## src/rtl/paw_pkg.sv

```systemverilog
package paw_pkg;
  typedef struct packed {
    logic load;     // capture configuration
    logic step;     // one pixel accepted
    logic lineEnd;  // the accepted pixel closes its line
  } pawStrobe_t;

  localparam logic [1:0] SZ_WORD   = 2'd0;
  localparam logic [1:0] SZ_TRIPLE = 2'd1;
  localparam logic [1:0] SZ_HALF   = 2'd2;
  localparam logic [1:0] SZ_NIBBLE = 2'd3;

  // pixel size in half-bytes
  function automatic logic [3:0] nibbleStep(input logic [1:0] code);
    case (code)
      SZ_WORD:   nibbleStep = 4'd8;
      SZ_TRIPLE: nibbleStep = 4'd6;
      SZ_HALF:   nibbleStep = 4'd4;
      default:   nibbleStep = 4'd1;
    endcase
  endfunction
endpackage

```

## src/rtl/paw_ctrl.sv

```systemverilog
module paw_ctrl
  import paw_pkg::*;
#(
  parameter int PPL_W  = 14,
  parameter int LINE_W = 16
) (
  input  logic              clk,
  input  logic              rstN,
  input  logic              start,
  input  logic              abort,
  input  logic              cfgBad,
  input  logic [PPL_W-1:0]  linePixels,
  input  logic [LINE_W-1:0] numLines,
  input  logic [LINE_W-1:0] wmLine,
  input  logic              addrReady,
  output pawStrobe_t        strobe,
  output logic              addrValid,
  output logic              busy,
  output logic              watermark,
  output logic              done,
  output logic              cfgError
);
  typedef enum logic {ST_IDLE, ST_RUN} state_t;

  state_t            state;
  logic [PPL_W-1:0]  pplQ, pixCnt;
  logic [LINE_W-1:0] linesQ, wmQ, lineCnt;
  logic              fire, lastPix, lastLine, launch, emptyJob;

  assign fire     = (state == ST_RUN) && addrReady && !abort;
  assign lastPix  = (pixCnt + PPL_W'(1)) == pplQ;
  assign lastLine = (lineCnt + LINE_W'(1)) == linesQ;
  assign emptyJob = (linePixels == '0) || (numLines == '0);
  assign launch   = (state == ST_IDLE) && start && !cfgBad && !emptyJob;

  assign strobe.load    = launch;
  assign strobe.step    = fire;
  assign strobe.lineEnd = fire && lastPix;

  assign addrValid = (state == ST_RUN);
  assign busy      = (state == ST_RUN);

  always_ff @(posedge clk) begin
    if (!rstN) begin
      state     <= ST_IDLE;
      pplQ      <= '0;
      linesQ    <= '0;
      wmQ       <= '0;
      pixCnt    <= '0;
      lineCnt   <= '0;
      watermark <= 1'b0;
      done      <= 1'b0;
      cfgError  <= 1'b0;
    end else begin
      watermark <= 1'b0;
      done      <= 1'b0;
      cfgError  <= 1'b0;
      if (state == ST_IDLE) begin
        if (start) begin
          if (cfgBad) begin
            cfgError <= 1'b1;
          end else if (emptyJob) begin
            done <= 1'b1;
          end else begin
            state   <= ST_RUN;
            pplQ    <= linePixels;
            linesQ  <= numLines;
            wmQ     <= wmLine;
            pixCnt  <= '0;
            lineCnt <= '0;
          end
        end
      end else if (abort) begin
        state <= ST_IDLE;
      end else if (fire) begin
        if (lastPix) begin
          pixCnt <= '0;
          if (lineCnt == wmQ) watermark <= 1'b1;
          if (lastLine) begin
            done  <= 1'b1;
            state <= ST_IDLE;
          end else begin
            lineCnt <= lineCnt + LINE_W'(1);
          end
        end else begin
          pixCnt <= pixCnt + PPL_W'(1);
        end
      end
    end
  end
endmodule

```

## src/rtl/paw_dpath.sv

```systemverilog
module paw_dpath
  import paw_pkg::*;
#(
  parameter int ADDR_W = 32,
  parameter int PPL_W  = 14,
  parameter int OFF_W  = 14
) (
  input  logic              clk,
  input  logic              rstN,
  input  pawStrobe_t        strobe,
  input  logic [ADDR_W-1:0] baseAddr,
  input  logic [PPL_W-1:0]  linePixels,
  input  logic [OFF_W-1:0]  lineSkip,
  input  logic [1:0]        pixSize,
  output logic              cfgBad,
  output logic [ADDR_W-1:0] addrOut,
  output logic              addrNibble
);
  localparam int NIB_W  = ADDR_W + 1;
  localparam int SKIP_W = OFF_W + 4;

  logic [NIB_W-1:0]  pos;
  logic [3:0]        stepQ;
  logic [SKIP_W-1:0] skipQ;
  logic [3:0]        stepNow;

  assign stepNow = nibbleStep(pixSize);

  always_comb begin
    case (pixSize)
      SZ_WORD:   cfgBad = (baseAddr[1:0] != 2'b00);
      SZ_HALF:   cfgBad = baseAddr[0];
      SZ_NIBBLE: cfgBad = linePixels[0] | lineSkip[0];
      default:   cfgBad = 1'b0;
    endcase
  end

  always_ff @(posedge clk) begin
    if (!rstN) begin
      pos   <= '0;
      stepQ <= '0;
      skipQ <= '0;
    end else if (strobe.load) begin
      pos   <= {baseAddr, 1'b0};
      stepQ <= stepNow;
      skipQ <= SKIP_W'(lineSkip) * SKIP_W'(stepNow);
    end else if (strobe.step) begin
      pos <= pos + NIB_W'(stepQ) + (strobe.lineEnd ? NIB_W'(skipQ) : NIB_W'(0));
    end
  end

  assign addrOut    = pos[NIB_W-1:1];
  assign addrNibble = pos[0];
endmodule

```

## src/rtl/pix_addr_walker.sv

```systemverilog
module pix_addr_walker
  import paw_pkg::*;
#(
  parameter int ADDR_W = 32,
  parameter int PPL_W  = 14,
  parameter int LINE_W = 16,
  parameter int OFF_W  = 14
) (
  input  logic              clk,
  input  logic              rstN,
  input  logic              start,
  input  logic              abort,
  input  logic [ADDR_W-1:0] baseAddr,
  input  logic [PPL_W-1:0]  linePixels,
  input  logic [LINE_W-1:0] numLines,
  input  logic [OFF_W-1:0]  lineSkip,
  input  logic [1:0]        pixSize,
  input  logic [LINE_W-1:0] wmLine,
  output logic              addrValid,
  input  logic              addrReady,
  output logic [ADDR_W-1:0] addrOut,
  output logic              addrNibble,
  output logic              busy,
  output logic              watermark,
  output logic              done,
  output logic              cfgError
);
  pawStrobe_t strobe;
  logic       cfgBad;

  paw_ctrl #(.PPL_W(PPL_W), .LINE_W(LINE_W)) uCtrl (
    .clk(clk), .rstN(rstN), .start(start), .abort(abort), .cfgBad(cfgBad),
    .linePixels(linePixels), .numLines(numLines), .wmLine(wmLine),
    .addrReady(addrReady), .strobe(strobe), .addrValid(addrValid),
    .busy(busy), .watermark(watermark), .done(done), .cfgError(cfgError)
  );

  paw_dpath #(.ADDR_W(ADDR_W), .PPL_W(PPL_W), .OFF_W(OFF_W)) uDpath (
    .clk(clk), .rstN(rstN), .strobe(strobe), .baseAddr(baseAddr),
    .linePixels(linePixels), .lineSkip(lineSkip), .pixSize(pixSize),
    .cfgBad(cfgBad), .addrOut(addrOut), .addrNibble(addrNibble)
  );
endmodule

```

## config.mk

```make
export PLATFORM = sky130hd
export DESIGN_NAME = pix_addr_walker
export DESIGN_NICKNAME = d
export VERILOG_FILES = /design/src/rtl/paw_pkg.sv /design/src/rtl/paw_ctrl.sv /design/src/rtl/paw_dpath.sv /design/src/rtl/pix_addr_walker.sv
export SDC_FILE = /design/constraint.sdc
export NUM_CORES = 1
export LEC_CHECK = 0
export ABC_CLOCK_PERIOD_IN_PS = 9170
export BUFFER_PORTS_ARGS = -buffer_cell sky130_fd_sc_hd__clkbuf_2
export CAP_MARGIN = 30
export CORE_MARGIN = 2
export CORE_UTILIZATION = 55
export CTS_BUF_LIST = sky130_fd_sc_hd__clkbuf_16
export DETAILED_ROUTE_END_ITERATION = 10
export PLACE_DENSITY_LB_ADDON = 0.05
export SKIP_LAST_GASP = 1
export SYNTH_ARGS = -nofsm -noshare
export SYNTH_HDL_FRONTEND = slang
export SYNTH_HIERARCHICAL = 1
export SYNTH_SLANG_ARGS = --single-unit
export TNS_END_PERCENT = 50
```

## constraint.sdc

```tcl
create_clock -name clk -period 9.17 [get_ports clk]
set_clock_uncertainty 0.05 [all_clocks]
set_input_delay 0.4585 -clock clk [delete_from_list [all_inputs] [get_ports clk]]
set_output_delay 0.4585 -clock clk [all_outputs]
set_load 0.01 [all_outputs]
```

Yosys cells after proc, flatten, opt, wreduce, memory -nomap -nowiden
Cells that the tools add are included.

storage, ports and cells
  register bits = 135
  input bits = 99
  output and inout port bits = 38

operators by class
  $add $sub $neg = 4
  $mul = 1
  equality and inequality tests = 12
  muxes and demuxes = 38
  bitwise gates (word level) = 8
  reductions and logical operators = 22

operator list
  operator                                                         number
  16-bit 2-to-1 mux                                                8
  14-bit 2-to-1 mux                                                7
  33-bit 2-to-1 mux                                                2
  33-bit adder                                                     1
  33-bit by 4-bit adder with 33-bit output                         1
  16-bit == test                                                   2
  14-bit by 4-bit multiplier with 18-bit output                    1
  1-bit 2-to-1 mux                                                 18
  18-bit 2-to-1 mux                                                1
  16-bit by 1-bit adder with 16-bit output, second input constant  1
  16-bit zero test                                                 1
  14-bit by 1-bit adder with 14-bit output, second input constant  1
  14-bit == test                                                   1
  14-bit zero test                                                 1
  4-bit case mux with 3 select lines                               1
  2-bit inequality test, second input constant                     5
  1-bit inverter                                                   7
  7-bit AND reduction                                              1
  1-bit logical AND                                                6
  2-bit nonzero test                                               3
  5-bit AND reduction                                              1
  5-bit OR reduction                                               1
  2-bit == test, second input constant                             2
  4-bit AND reduction                                              1
  9 further kinds                                                  11

Logic depth before layout (Yosys ltp)
  depth in word-level cells = 7
  mapped depth = 21

By module
The synthesis kept the hierarchy.

by module, submodules not included
  module     instances  cells each  area an instance (µm²)  sequential area each (µm²)
  paw_dpath  1          687         5552.8                  1101.1
  paw_ctrl   1          632         4992.3                  1601.5

Worst setup path before layout
Ideal clock, no wire load.

  kind = flip-flop to flip-flop
  from = register uCtrl.pixCnt[0]
  to = register uDpath.pos[13]
  data arrival time = 4.578 ns
  data required time = 8.990 ns
  path slack = 4.412 ns
  cell stages (with the launch flop) = 22
  path buffers = 1
  path through = dfxtp_1 > ha_1 > nand3_2 > nor3_2 > xnor2_1 > a222oi_1 > nand4_1 > nor2_1 > clkbuf_1 > nand2_1 > fa_1 > inv_1 > ha_1 > inv_1 > fa_1 > nor2b_1 > o31a_1 > o31a_1 > o41ai_1 > o21ba_2 > xor2_1 > o22ai_1

RTL lines
  item                      line             RTL
  start: declaration        paw_ctrl.sv:26   logic [PPL_W-1:0] pplQ, pixCnt;
  start signal: assignment  paw_ctrl.sv:86   pixCnt <= pixCnt + PPL_W'(1);
  end signal: assignment    paw_dpath.sv:44  pos <= {baseAddr, 1'b0};
  end signal: assignment    paw_dpath.sv:48  pos <= pos + NIB_W'(stepQ) + (strobe.lineEnd ? NIB_W'(skipQ) : NIB_W'(0));
  end: declaration          paw_dpath.sv:22  logic [NIB_W-1:0] pos;

==> results.cfg <==
[pwr]
pwr-share-clk = 0.417
swShare = 0.304
combPwrFrac = 0.208
peakVddDrop_uv = 120
total_power_mw = 1.76
p_per_area_mw_per_mm2 = 149
p_seq_frac = 0.375
power_switching_uw = 535
p_leak_nw = 4.91
internal-power_mw = 1.23

[clock_tree]
cts.sinks = 135
tritoncts = yes
clk_pin_slew_ns = 0.06
ctsHtreeMaxLevel = 4
cts_resized = 0
clock_path_buffers = 2
numCtsBuffers = 17
cts-root-buf = clkbuf_16
clock_latency_ns = 0.42
cts_setup_buffers = 0
ctsHoldBuffers = 0

[timing]
fmax_mhz = 184
final_hold_viol_count = 0
post-route-min-period_ns = 5.42
layout_setup_ws_ns = 3.75
setup_viol = 0
maxSlewViolCount = 0
hold_ws_ns = 0.204
tns_ns = 0
max_slew.worst_pin.slew_ns = 1.01
slew_headroom = 0.327
timing.final.crit_share = 0.592
rsz0062_at_grt = false

[floorplanning]
dieArea_mm2 = 0.0203
dieHeight_um = 142
ios = 137
core_area_mm2 = 0.0188
num_rows = 50
fp.dieW_um = 142
start_util = 0.562

[place]
hpwlAfterDp_um = 20500
placed_cells = 1620
gp_congestion = 0.915
place_ws_ns = 3.37
placed_area_mm2 = 0.0112
portBuffers = 136

[layout]
areaGrowthSynthToFinish_pct = 11.9
fin_nets = 1596
finalNonFillerCells = 1653
num_antenna_cells = 0
fin_area_mm2 = 0.0118
final_common_cell = nand2_1
drive_gt1_frac = 0.159
final_cell_mix = nand2_1 (176), clkbuf_2 (136), dfxtp_1 (135), a21oi_1 (117), inv_1 (72)
post-route-util = 0.628

[run]
timing.max_cap.violations = 0

[setup_path]
r2r_cells = 21
crit_family = simple AND/OR/NAND/NOR gates
cp.arrival_ns = 5.65
crit_required_ns = 9.40
worstSetupEndpointType = flop
cp_slowest_stage_delay_ns = 0.56
cp_max_fo = 18
startpoint_type = flop
path_buf_inv = 3
worstSetupPathType = reg -> reg
cp_slowest_cell = o211ai_1
r2r_start = uCtrl/pixCnt[0]
cp_cell_sequence = ha_1 > nand3_2 > nor3_1 > xnor2_1 > nor4_1 > nand4_1 > nor2_1 > buf_4 > nand2_1 > fa_1 > inv_1 > ha_1 > inv_1 > fa_1 > nor2b_1 > o31a_1 > o31a_1 > o211ai_1 > a21oi_1 > xnor2_1 > a21oi_1
r2r-end = uDpath/pos[25]
reg2reg_slack_ns = 3.75

[detailed_routing]
via_per_inst = 5.89
wl_um = 28000
drt_iter0_markers = 543
first_pass_iters = 5
wl_per_cell_um = 17.0
num_vias = 9741
drc = 0
ant_nets = 0

[worst_hold_path]
worstHoldStart = wmLine[12]
hold_depth = 3
hold_end = uCtrl/wmQ[12]
hold_path_class = in -> reg

[synth]
seq_area_frac_synth = 0.256
avgSynthCellArea_um2 = 7.99
netlist_area_mm2 = 0.0105
yosys_warnings = 6
synth-edff-count = 0
syn-num-nets = 1509
synthCells = 1319
synth_cell_types = 98
async_flop_share = 0
synth-main-ff-cell = dfxtp_1
ys_ff_latch = 135

[grt]
globalRouteOverflowTotal = 0
grt_pass1_wl_um = 45400
grt_usage = 0.278
grt_antenna_before_repair = 0
grt_pass1_vias = 9280
grt_max_degree = 71

[status]
run_status = finished clean
-- power by group through the flow --
stage                     clock [mW]  combinational [mW]  sequential (mW)
after floorplan                    0               0.261            0.666
after global placement             0               0.359            0.672
after detailed placement           0               0.365            0.672
after CTS                      0.747               0.368            0.660
after global routing           0.773               0.413            0.664
final                          0.735               0.366            0.660
-- cell type report --
type	instances	area [um2]
timing repair buffer	146	759
clock inverter	15	196
sequential	135	2700
inverter	73	274
tap	234	293
clock buffer	17	425
fill	1701	6970
multi-input combinational	1033	7140
-- worst max-delay path by stage --
stage / startpoint / cells after the start / to / slack [ns]
after floorplan: uCtrl/pixCnt[0] / 21 / uDpath/pos[13] / 4.41
after global placement: uCtrl/pixCnt[0] / 20 / uDpath/pos[17] / 3.54
after detailed placement: uCtrl/pixCnt[0] / 20 / uDpath/pos[17] / 3.37
after CTS: uCtrl/pixCnt[0] / 20 / uDpath/pos[17] / 3.34
after global routing: uCtrl/pixCnt[4] / 20 / uDpath/pos[17] / 3.38
final: uCtrl/pixCnt[0] / 21 / uDpath/pos[25] / 3.75
-- flip-flops by register name, summed over array words and instances (netlist names), 4 cells and up --
name,flops
uDpath/pos,33
uDpath/skipQ,18
uCtrl/lineCnt,16
uCtrl/linesQ,16
uCtrl/wmQ,16
uCtrl/pixCnt,14
uCtrl/pplQ,14
uDpath/stepQ,4
-- Yosys cell counts, types with 4 or more instances --
library cell	count	area [um2]
nor2b_1	15	93.8
mux2i_1	15	150
o21a_1	10	75.1
nor2_1	68	255
inv_1	73	274
or3_1	18	113
nor3_1	24	120
o21ai_0	49	245
a21oi_1	117	586
dfxtp_1	135	2700
o211ai_1	13	97.6
xnor2_1	69	604
a31oi_1	10	62.6
or4_1	8	60.1
o221a_2	4	45.0
o31a_1	5	43.8
buf_2	15	75.1
nor4_1	15	93.8
nand2b_1	10	62.6
fa_1	29	581
nand2_1	176	661
and4_1	12	105
a211oi_1	10	75.1
ha_1	62	776
buf_1	4	15.0
nand3_1	44	220
o22ai_1	8	50.1
clkbuf_1	40	150
xor2_1	19	166
nor3b_1	4	30.0
and3_1	24	150
a21o_1	9	67.6
nand4_1	28	175
buf_4	9	67.6
and2_1	64	400
-- logic make-up after synthesis --
| logic type | Yosys count | share of synthesized area |
|---|---|---|
| AND/OR/NAND/NOR | 539 | 0.269 |
| AO/OA/AOI/OAI | 296 | 0.187 |
| buffers and inverters | 151 | 0.0667 |
| flip-flops | 135 | 0.256 |
| adder cells (fa/ha/maj) | 91 | 0.129 |
| XOR/XNOR | 88 | 0.0731 |
| multiplexers | 19 | 0.0196 |
-- routing by layer --
layer,part of all wire,track usage,vias up,routed length [um]
li1,-,-,4833,-
met3,0.039,0.0427,49,1100
met1,0.43,0.344,4621,12200
met4,0.030,0.108,0,852
met5,0,0,-,0
met2,0.50,0.484,238,13900
-- worst register-to-register path, delay by kind of cell (launching register included) --
kind / cells / cell delay [ns]
xor+xnor: 2 / 0.38
compound gates: 5 / 1.39
flops: 1 / 0.45
simple gates: 7 / 1.52
buf+inv: 3 / 0.35
fa+ha+maj: 4 / 1.16
Power figures use the tool's default switching activity.
